===== src/rtl/adc_scan_pkg.sv =====
package adc_scan_pkg;
    timeunit 1ns;
    timeprecision 1ps;

    typedef enum logic [1:0] {
        ST_HALT   = 2'd0,
        ST_SETTLE = 2'd1,
        ST_CONV   = 2'd2,
        ST_WAIT   = 2'd3
    } scan_state_t;
endpackage


===== src/rtl/adc_scan_fsm.sv =====
module adc_scan_fsm
    import adc_scan_pkg::*;
#(
    parameter int NCH         = 4,
    parameter int CH_W        = 2,
    parameter int CONV_CLKS   = 10,
    parameter int SETTLE_CLKS = 20,
    parameter int FAST_PERIOD = 32768,
    parameter int SLOW_PERIOD = 131072
) (
    input  logic            clk,
    input  logic            rst_n,
    input  logic            halt_req,
    input  logic            ivl_mode,
    input  logic            fast_rate,
    output scan_state_t     state,
    output logic [CH_W-1:0] chan,
    output logic            start,
    output logic            capture
);
    timeunit 1ns;
    timeprecision 1ps;

    localparam int PH_MAX = (CONV_CLKS > SETTLE_CLKS) ? CONV_CLKS : SETTLE_CLKS;
    localparam int PH_W   = $clog2(PH_MAX + 1);
    localparam int CNT_W  = $clog2(SLOW_PERIOD + 1);
    localparam logic [PH_W-1:0] CONV_LAST   = PH_W'(CONV_CLKS - 1);
    localparam logic [PH_W-1:0] SETTLE_LAST = PH_W'(SETTLE_CLKS - 1);
    localparam logic [CH_W-1:0] CH_LAST     = CH_W'(NCH - 1);

    scan_state_t      state_n;
    logic [PH_W-1:0]  phase, phase_n;
    logic [CH_W-1:0]  chan_n;
    logic [CNT_W-1:0] ivl_cnt, ivl_cnt_n, period_last;

    assign period_last = fast_rate ? CNT_W'(FAST_PERIOD - 1) : CNT_W'(SLOW_PERIOD - 1);

    // state register
    always_ff @(posedge clk or negedge rst_n) begin
        if (!rst_n) begin
            state   <= ST_HALT;
            phase   <= '0;
            chan    <= '0;
            ivl_cnt <= '0;
        end else begin
            state   <= state_n;
            phase   <= phase_n;
            chan    <= chan_n;
            ivl_cnt <= ivl_cnt_n;
        end
    end

    // transitions
    always_comb begin
        state_n   = state;
        phase_n   = phase;
        chan_n    = chan;
        ivl_cnt_n = ((state == ST_HALT) || (ivl_cnt >= period_last)) ? '0 : ivl_cnt + CNT_W'(1);
        unique case (state)
            ST_HALT: begin
                phase_n = '0;
                chan_n  = '0;
                if (!halt_req) state_n = ivl_mode ? ST_SETTLE : ST_CONV;
            end
            ST_SETTLE: begin
                if (halt_req) begin
                    state_n = ST_HALT;
                end else if (phase == SETTLE_LAST) begin
                    state_n = ST_CONV;
                    phase_n = '0;
                    chan_n  = '0;
                end else begin
                    phase_n = phase + PH_W'(1);
                end
            end
            ST_CONV: begin
                if (phase == CONV_LAST) begin
                    phase_n = '0;
                    if (halt_req) begin
                        state_n = ST_HALT;
                    end else if (chan == CH_LAST) begin
                        chan_n = '0;
                        if (ivl_mode) state_n = ST_WAIT;
                    end else begin
                        chan_n = chan + CH_W'(1);
                    end
                end else begin
                    phase_n = phase + PH_W'(1);
                end
            end
            ST_WAIT: begin
                phase_n = '0;
                chan_n  = '0;
                if (halt_req)                     state_n = ST_HALT;
                else if (!ivl_mode)               state_n = ST_CONV;
                else if (ivl_cnt >= period_last)  state_n = ST_SETTLE;
            end
            default: state_n = ST_HALT;
        endcase
    end

    // outputs
    always_comb begin
        start   = (state == ST_CONV) && (phase == '0);
        capture = (state == ST_CONV) && (phase == CONV_LAST);
    end
endmodule


===== src/rtl/adc_scan_results.sv =====
module adc_scan_results #(
    parameter int NCH  = 4,
    parameter int DW   = 8,
    parameter int CH_W = 2
) (
    input  logic              clk,
    input  logic              rst_n,
    input  logic              clear,
    input  logic              wr_en,
    input  logic [CH_W-1:0]   wr_chan,
    input  logic [DW-1:0]     wr_data,
    output logic [NCH*DW-1:0] slots
);
    timeunit 1ns;
    timeprecision 1ps;

    for (genvar g = 0; g < NCH; g++) begin : g_slot
        logic [DW-1:0] slot_q;
        always_ff @(posedge clk or negedge rst_n) begin
            if (!rst_n)                                 slot_q <= '1;
            else if (clear)                             slot_q <= '1;
            else if (wr_en && (wr_chan == CH_W'(g)))    slot_q <= wr_data;
        end
        assign slots[g*DW +: DW] = slot_q;
    end
endmodule


===== src/rtl/adc_scan_delay.sv =====
module adc_scan_delay #(
    parameter int CH_W  = 2,
    parameter int DELAY = 10
) (
    input  logic            clk,
    input  logic            rst_n,
    input  logic            clear,
    input  logic            in_vld,
    input  logic [CH_W-1:0] in_chan,
    output logic            out_vld,
    output logic [CH_W-1:0] out_chan
);
    timeunit 1ns;
    timeprecision 1ps;

    logic [DELAY-1:0] vld_q;
    logic [CH_W-1:0]  chn_q [DELAY];

    always_ff @(posedge clk or negedge rst_n) begin
        if (!rst_n)     begin vld_q[0] <= 1'b0; chn_q[0] <= '0; end
        else if (clear) begin vld_q[0] <= 1'b0; chn_q[0] <= '0; end
        else            begin vld_q[0] <= in_vld; chn_q[0] <= in_chan; end
    end

    for (genvar g = 1; g < DELAY; g++) begin : g_stage
        always_ff @(posedge clk or negedge rst_n) begin
            if (!rst_n)     begin vld_q[g] <= 1'b0; chn_q[g] <= '0; end
            else if (clear) begin vld_q[g] <= 1'b0; chn_q[g] <= '0; end
            else            begin vld_q[g] <= vld_q[g-1]; chn_q[g] <= chn_q[g-1]; end
        end
    end

    assign out_vld  = vld_q[DELAY-1];
    assign out_chan = chn_q[DELAY-1];
endmodule


===== src/rtl/adc_scan_sequencer.sv =====
module adc_scan_sequencer
    import adc_scan_pkg::*;
#(
    parameter int NCH         = 4,
    parameter int DW          = 8,
    parameter int CONV_CLKS   = 10,
    parameter int SETTLE_CLKS = 20,
    parameter int CMP_DELAY   = 10,
    parameter int FAST_PERIOD = 32768,
    parameter int SLOW_PERIOD = 131072,
    localparam int CH_W       = (NCH > 1) ? $clog2(NCH) : 1
) (
    input  logic              clk,
    input  logic              rst_n,
    input  logic              cfg_shutdown,
    input  logic              cfg_reset,
    input  logic              cfg_interval,
    input  logic              cfg_fast,
    input  logic [DW-1:0]     adc_data,
    output logic [CH_W-1:0]   chan_sel,
    output logic              conv_start,
    output logic              conv_capture,
    output logic              cmp_update,
    output logic [CH_W-1:0]   cmp_chan,
    output logic [NCH*DW-1:0] results
);
    timeunit 1ns;
    timeprecision 1ps;

    scan_state_t state;
    logic        halt_req;
    logic        wipe;

    assign halt_req = cfg_shutdown | cfg_reset;
    assign wipe     = (state == ST_HALT) && cfg_reset;

    adc_scan_fsm #(
        .NCH(NCH), .CH_W(CH_W), .CONV_CLKS(CONV_CLKS), .SETTLE_CLKS(SETTLE_CLKS),
        .FAST_PERIOD(FAST_PERIOD), .SLOW_PERIOD(SLOW_PERIOD)
    ) u_fsm (
        .clk(clk), .rst_n(rst_n), .halt_req(halt_req), .ivl_mode(cfg_interval),
        .fast_rate(cfg_fast), .state(state), .chan(chan_sel),
        .start(conv_start), .capture(conv_capture)
    );

    adc_scan_results #(.NCH(NCH), .DW(DW), .CH_W(CH_W)) u_res (
        .clk(clk), .rst_n(rst_n), .clear(wipe), .wr_en(conv_capture),
        .wr_chan(chan_sel), .wr_data(adc_data), .slots(results)
    );

    adc_scan_delay #(.CH_W(CH_W), .DELAY(CMP_DELAY)) u_dly (
        .clk(clk), .rst_n(rst_n), .clear(wipe), .in_vld(conv_capture),
        .in_chan(chan_sel), .out_vld(cmp_update), .out_chan(cmp_chan)
    );
endmodule


===== config.mk =====
export PLATFORM = sky130hd
export DESIGN_NAME = adc_scan_sequencer
export DESIGN_NICKNAME = d
export VERILOG_FILES = /design/src/rtl/adc_scan_pkg.sv /design/src/rtl/adc_scan_fsm.sv /design/src/rtl/adc_scan_results.sv /design/src/rtl/adc_scan_delay.sv /design/src/rtl/adc_scan_sequencer.sv
export SDC_FILE = /design/constraint.sdc
export NUM_CORES = 1
export LEC_CHECK = 0
export BUFFER_PORTS_ARGS = -buffer_cell sky130_fd_sc_hd__buf_4
export CAP_MARGIN = 20
export CORE_MARGIN = 1.5
export CORE_UTILIZATION = 40
export DETAILED_ROUTE_END_ITERATION = 12
export GPL_TIMING_DRIVEN = 0
export REMOVE_ABC_BUFFERS = 1
export SLEW_MARGIN = 5
export SYNTH_ARGS = -nofsm -noshare
export SYNTH_HDL_FRONTEND = slang
export SYNTH_SLANG_ARGS = --single-unit

===== constraint.sdc =====
create_clock -name clk -period 5.5 [get_ports clk]
set_clock_uncertainty 0.15 [all_clocks]
set_input_delay 1.65 -clock clk [delete_from_list [all_inputs] [get_ports clk]]
set_output_delay 1.65 -clock clk [all_outputs]
set_load 0.01 [all_outputs]

==> results.json <==
{
  "dieArea_sq_um": 10300,
  "outcome": "complete, no violations",
  "worst-endpoint-required_ps": 3700,
  "final_cells": 555,
  "grt_remaining_overflow": 0,
  "timing.critical_path.depth": 4,
  "fraction_of_post_synthesis_cell_area_in_the_top_cell_type_by_area_pct": 36.7,
  "combined_area_of_the_multi_input_logic_cells_sq_um": 1510,
  "timing.critical_path.slowest_stage_cell": "nor2b_1",
  "crit_chain": "nor2b_1, nand3b_1, nor3_1, buf_4",
  "clock.fmax_mhz": 277,
  "synth.cells.most_frequent": "nand2_1, dfrtp_1, nand3_1, dfstp_2, and2_1",
  "detailedRoute.firstPassIterationCount": 5,
  "yosys.cell_count.top_type": "nand2_1",
  "grt_antenna_before_repair": 0,
  "power.share.switching_pct": 31.6,
  "p_per_area_nw_per_um2": 402,
  "final_routed_wirelength_um": 7460,
  "route.vias.total": 2751,
  "clkSinkCount": 89,
  "timing.reg2reg.setup_slack_ps": 3460,
  "timing.critical_path.arrival_ps": 1810,
  "endpoint_kind": "output port",
  "synth_area_sq_um": 3890,
  "worst_skew_pair.late_latency_ps": 350,
  "io_buffers": 52,
  "synth-edff-count": 0,
  "startpoint": "u_fsm.state[1]",
  "timing.hold.worst.start": "u_dly.chn_q[16]",
  "drv_slew": 0,
  "setup_tns_ps": 0,
  "synth_area_per_cell_sq_um": 10.4,
  "top_level_ports": 53,
  "largest_net_degree_at_the_start_of_global_routing": 90,
  "critical_path.n_buffers_inverters": 1,
  "final.setup.worst_slack_ps": 1890,
  "chipHeight_um": 102,
  "layout_worst_path_cycle_share_pct": 65.7,
  "rsz_0062_raised_after_global_routing": "false",
  "route.detailed.drc": 0,
  "power_leakage_uw": 0.00218,
  "clock_tree.htree_level_count": 3,
  "clock_power_share_pct": 23.7,
  "syn_inst": 375,
  "final_net_count": 445,
  "cts_resized": 0,
  "die_x_um": 102,
  "dp_cells": 538,
  "layout.core_utilization_pct": 49.3,
  "post-cts-setup-buffer-count": 0,
  "worst-setup-path-type": "register to output port",
  "cts-root-to-sink-buffers": 2,
  "diodes": 0,
  "ys_ff_latch": 89,
  "synth_top_area_cell": "dfrtp_1",
  "starting_density_of_the_core_pct": 41.7,
  "dominantRegCellSynth": "dfrtp_1",
  "peakVddDrop_uv": 170,
  "grt_first_pass_wirelength_um": 12300,
  "final_period_minus_worst_setup_slack_ps": 3610,
  "first_global_vias": 2644,
  "postCtsHoldBufs": 0,
  "place_worst_setup_slack_ps": 2110,
  "setup-violations-final": 0,
  "clock_tree_from_tritoncts": "yes",
  "slew_headroom_pct": 58.1,
  "route.antenna.remaining_nets": 0,
  "fillers": 896,
  "cts_root_buffer": "clkbuf_8",
  "route.detailed.vias_per_inst": 4.96,
  "place.detailed.hpwl_um": 4850,
  "std_cell_rows": 35,
  "worst_pin_slew_ps": 627,
  "async_flop_share_pct": 100,
  "route.detailed.wl_per_inst_um": 13.4,
  "ys_warn_count": 0,
  "sequential_group_share_of_total_power_pct": 49.5,
  "worst_path_dominant_cell_family": "simple AND/OR/NAND/NOR gates",
  "coreArea_sq_um": 9330,
  "critPathMaxFanout": 11,
  "area_taken_by_flip_flops_and_latches_sq_um": 2270,
  "finalHoldViolations": 0,
  "reg2reg_from": "u_fsm.phase[0]",
  "hold_path.class": "register to register",
  "drt-initial-drc-count": 78,
  "critical_path.startpoint_type": "register",
  "cts_inserted_buffers": 9,
  "critical_path.reg2reg.endpoint": "u_fsm.chan[1]",
  "ratio_of_cells_with_drive_above_1_in_the_final_layout_pct": 25.4,
  "rr_worst_depth": 5,
  "area_growth_pct": 18.3,
  "cell_internal_pwr_uw": 1260,
  "critical_path.max_stage_delay_ps": 560,
  "grtUsageTotal_pct": 15.3,
  "power.combinational.fraction_pct": 26.8,
  "clk_pin_slew_worst_paths_ps": 90,
  "synth_cell_types": 44,
  "critPathCapture": "conv_start",
  "ys_top_cells_by_area": "dfrtp_1, dfstp_2, nand2_1, nand3_1, and2_1",
  "power.net_switching_uw": 584,
  "seq_area_frac_synth_pct": 58.3,
  "gp_congestion": 0.783,
  "finalPower_uw": 1850,
  "maxCapViolations": 0
}
-- cells in the final DEF, fill, tap and decap left out, types with 3 or more instances in the layout --
cell,Yosys,final
a21oi_1,8,8
ha_1,10,10
a211oi_1,3,3
nor2_1,23,23
dfstp_2,32,32
nand2_1,74,73
clkbuf_8,0,9
buf_4,3,52
nor2b_1,4,4
nand3_1,42,42
nand4_1,6,6
and2_1,31,31
dfrtp_1,57,57
xor2_1,9,9
and3_1,5,5
xnor2_1,4,4
inv_1,6,6
o21ai_0,5,5
and4_1,6,6
-- power groups by stage --
stage	registers, uW	clock network, uW	logic [uW]
floorplan	936	0	275
global placement	922	0	477
detailed placement	926	0	499
CTS	914	456	501
global route	934	481	558
finish	915	439	495
-- per-layer routing --
layer / global-route usage, % / routed length [um]
met5: 0 / 0
met4: 3.85 / 54
met3: 4.69 / 429
met2: 24.7 / 3390
met1: 20.1 / 3590
-- metrics by stage --
step	area, sq um	hold WS, ps
6_report	4600	303
3_5_place_dp	4380	287
3_3_place_gp	4350	282
2_1_floorplan	3790	278
5_1_grt	4600	308
4_1_cts	4570	306
-- state kept, by name, summed over array words and instances, names as in the netlist --
signal,flops
u_res.g_slot.slot_q,32
u_dly.chn_q,18
u_fsm.ivl_cnt,18
u_dly.vld_q,9
u_fsm.phase,5
u_dly.out_chan,2
u_fsm.chan,2
u_fsm.state,2
u_dly.out_vld,1
-- logic make-up after synthesis --
kind of cell / share of synthesized area, %
AO/OA/AOI/OAI: 5.12
XOR/XNOR: 2.93
adder cells (fa/ha/maj): 3.48
buffers and inverters: 2.96
flip-flops: 58.3
AND/OR/NAND/NOR: 27.2
-- final cells by class --
| type | count | share of cell area, % |
|---|---|---|
| inverters | 6 | 0.490 |
| repair buffers | 54 | 9.69 |
| clock inverters | 6 | 1.47 |
| multi-input cells | 261 | 32.8 |
| flip-flops and latches | 89 | 49.3 |
| well taps | 129 | 3.51 |
| clock buffers | 10 | 2.78 |
-- worst min path at each step --
stage	endpoint	slack, ps	cells after the start
after floorplan	u_dly.chn_q[10]	280	1
after global placement	u_dly.chn_q[4]	280	1
after detailed placement	u_dly.vld_q[1]	290	1
after CTS	u_dly.chn_q[5]	310	1
after global routing	u_dly.chn_q[5]	310	1
final	u_dly.chn_q[14]	300	1
No activity file was read; power rests on OpenSTA's default activity.
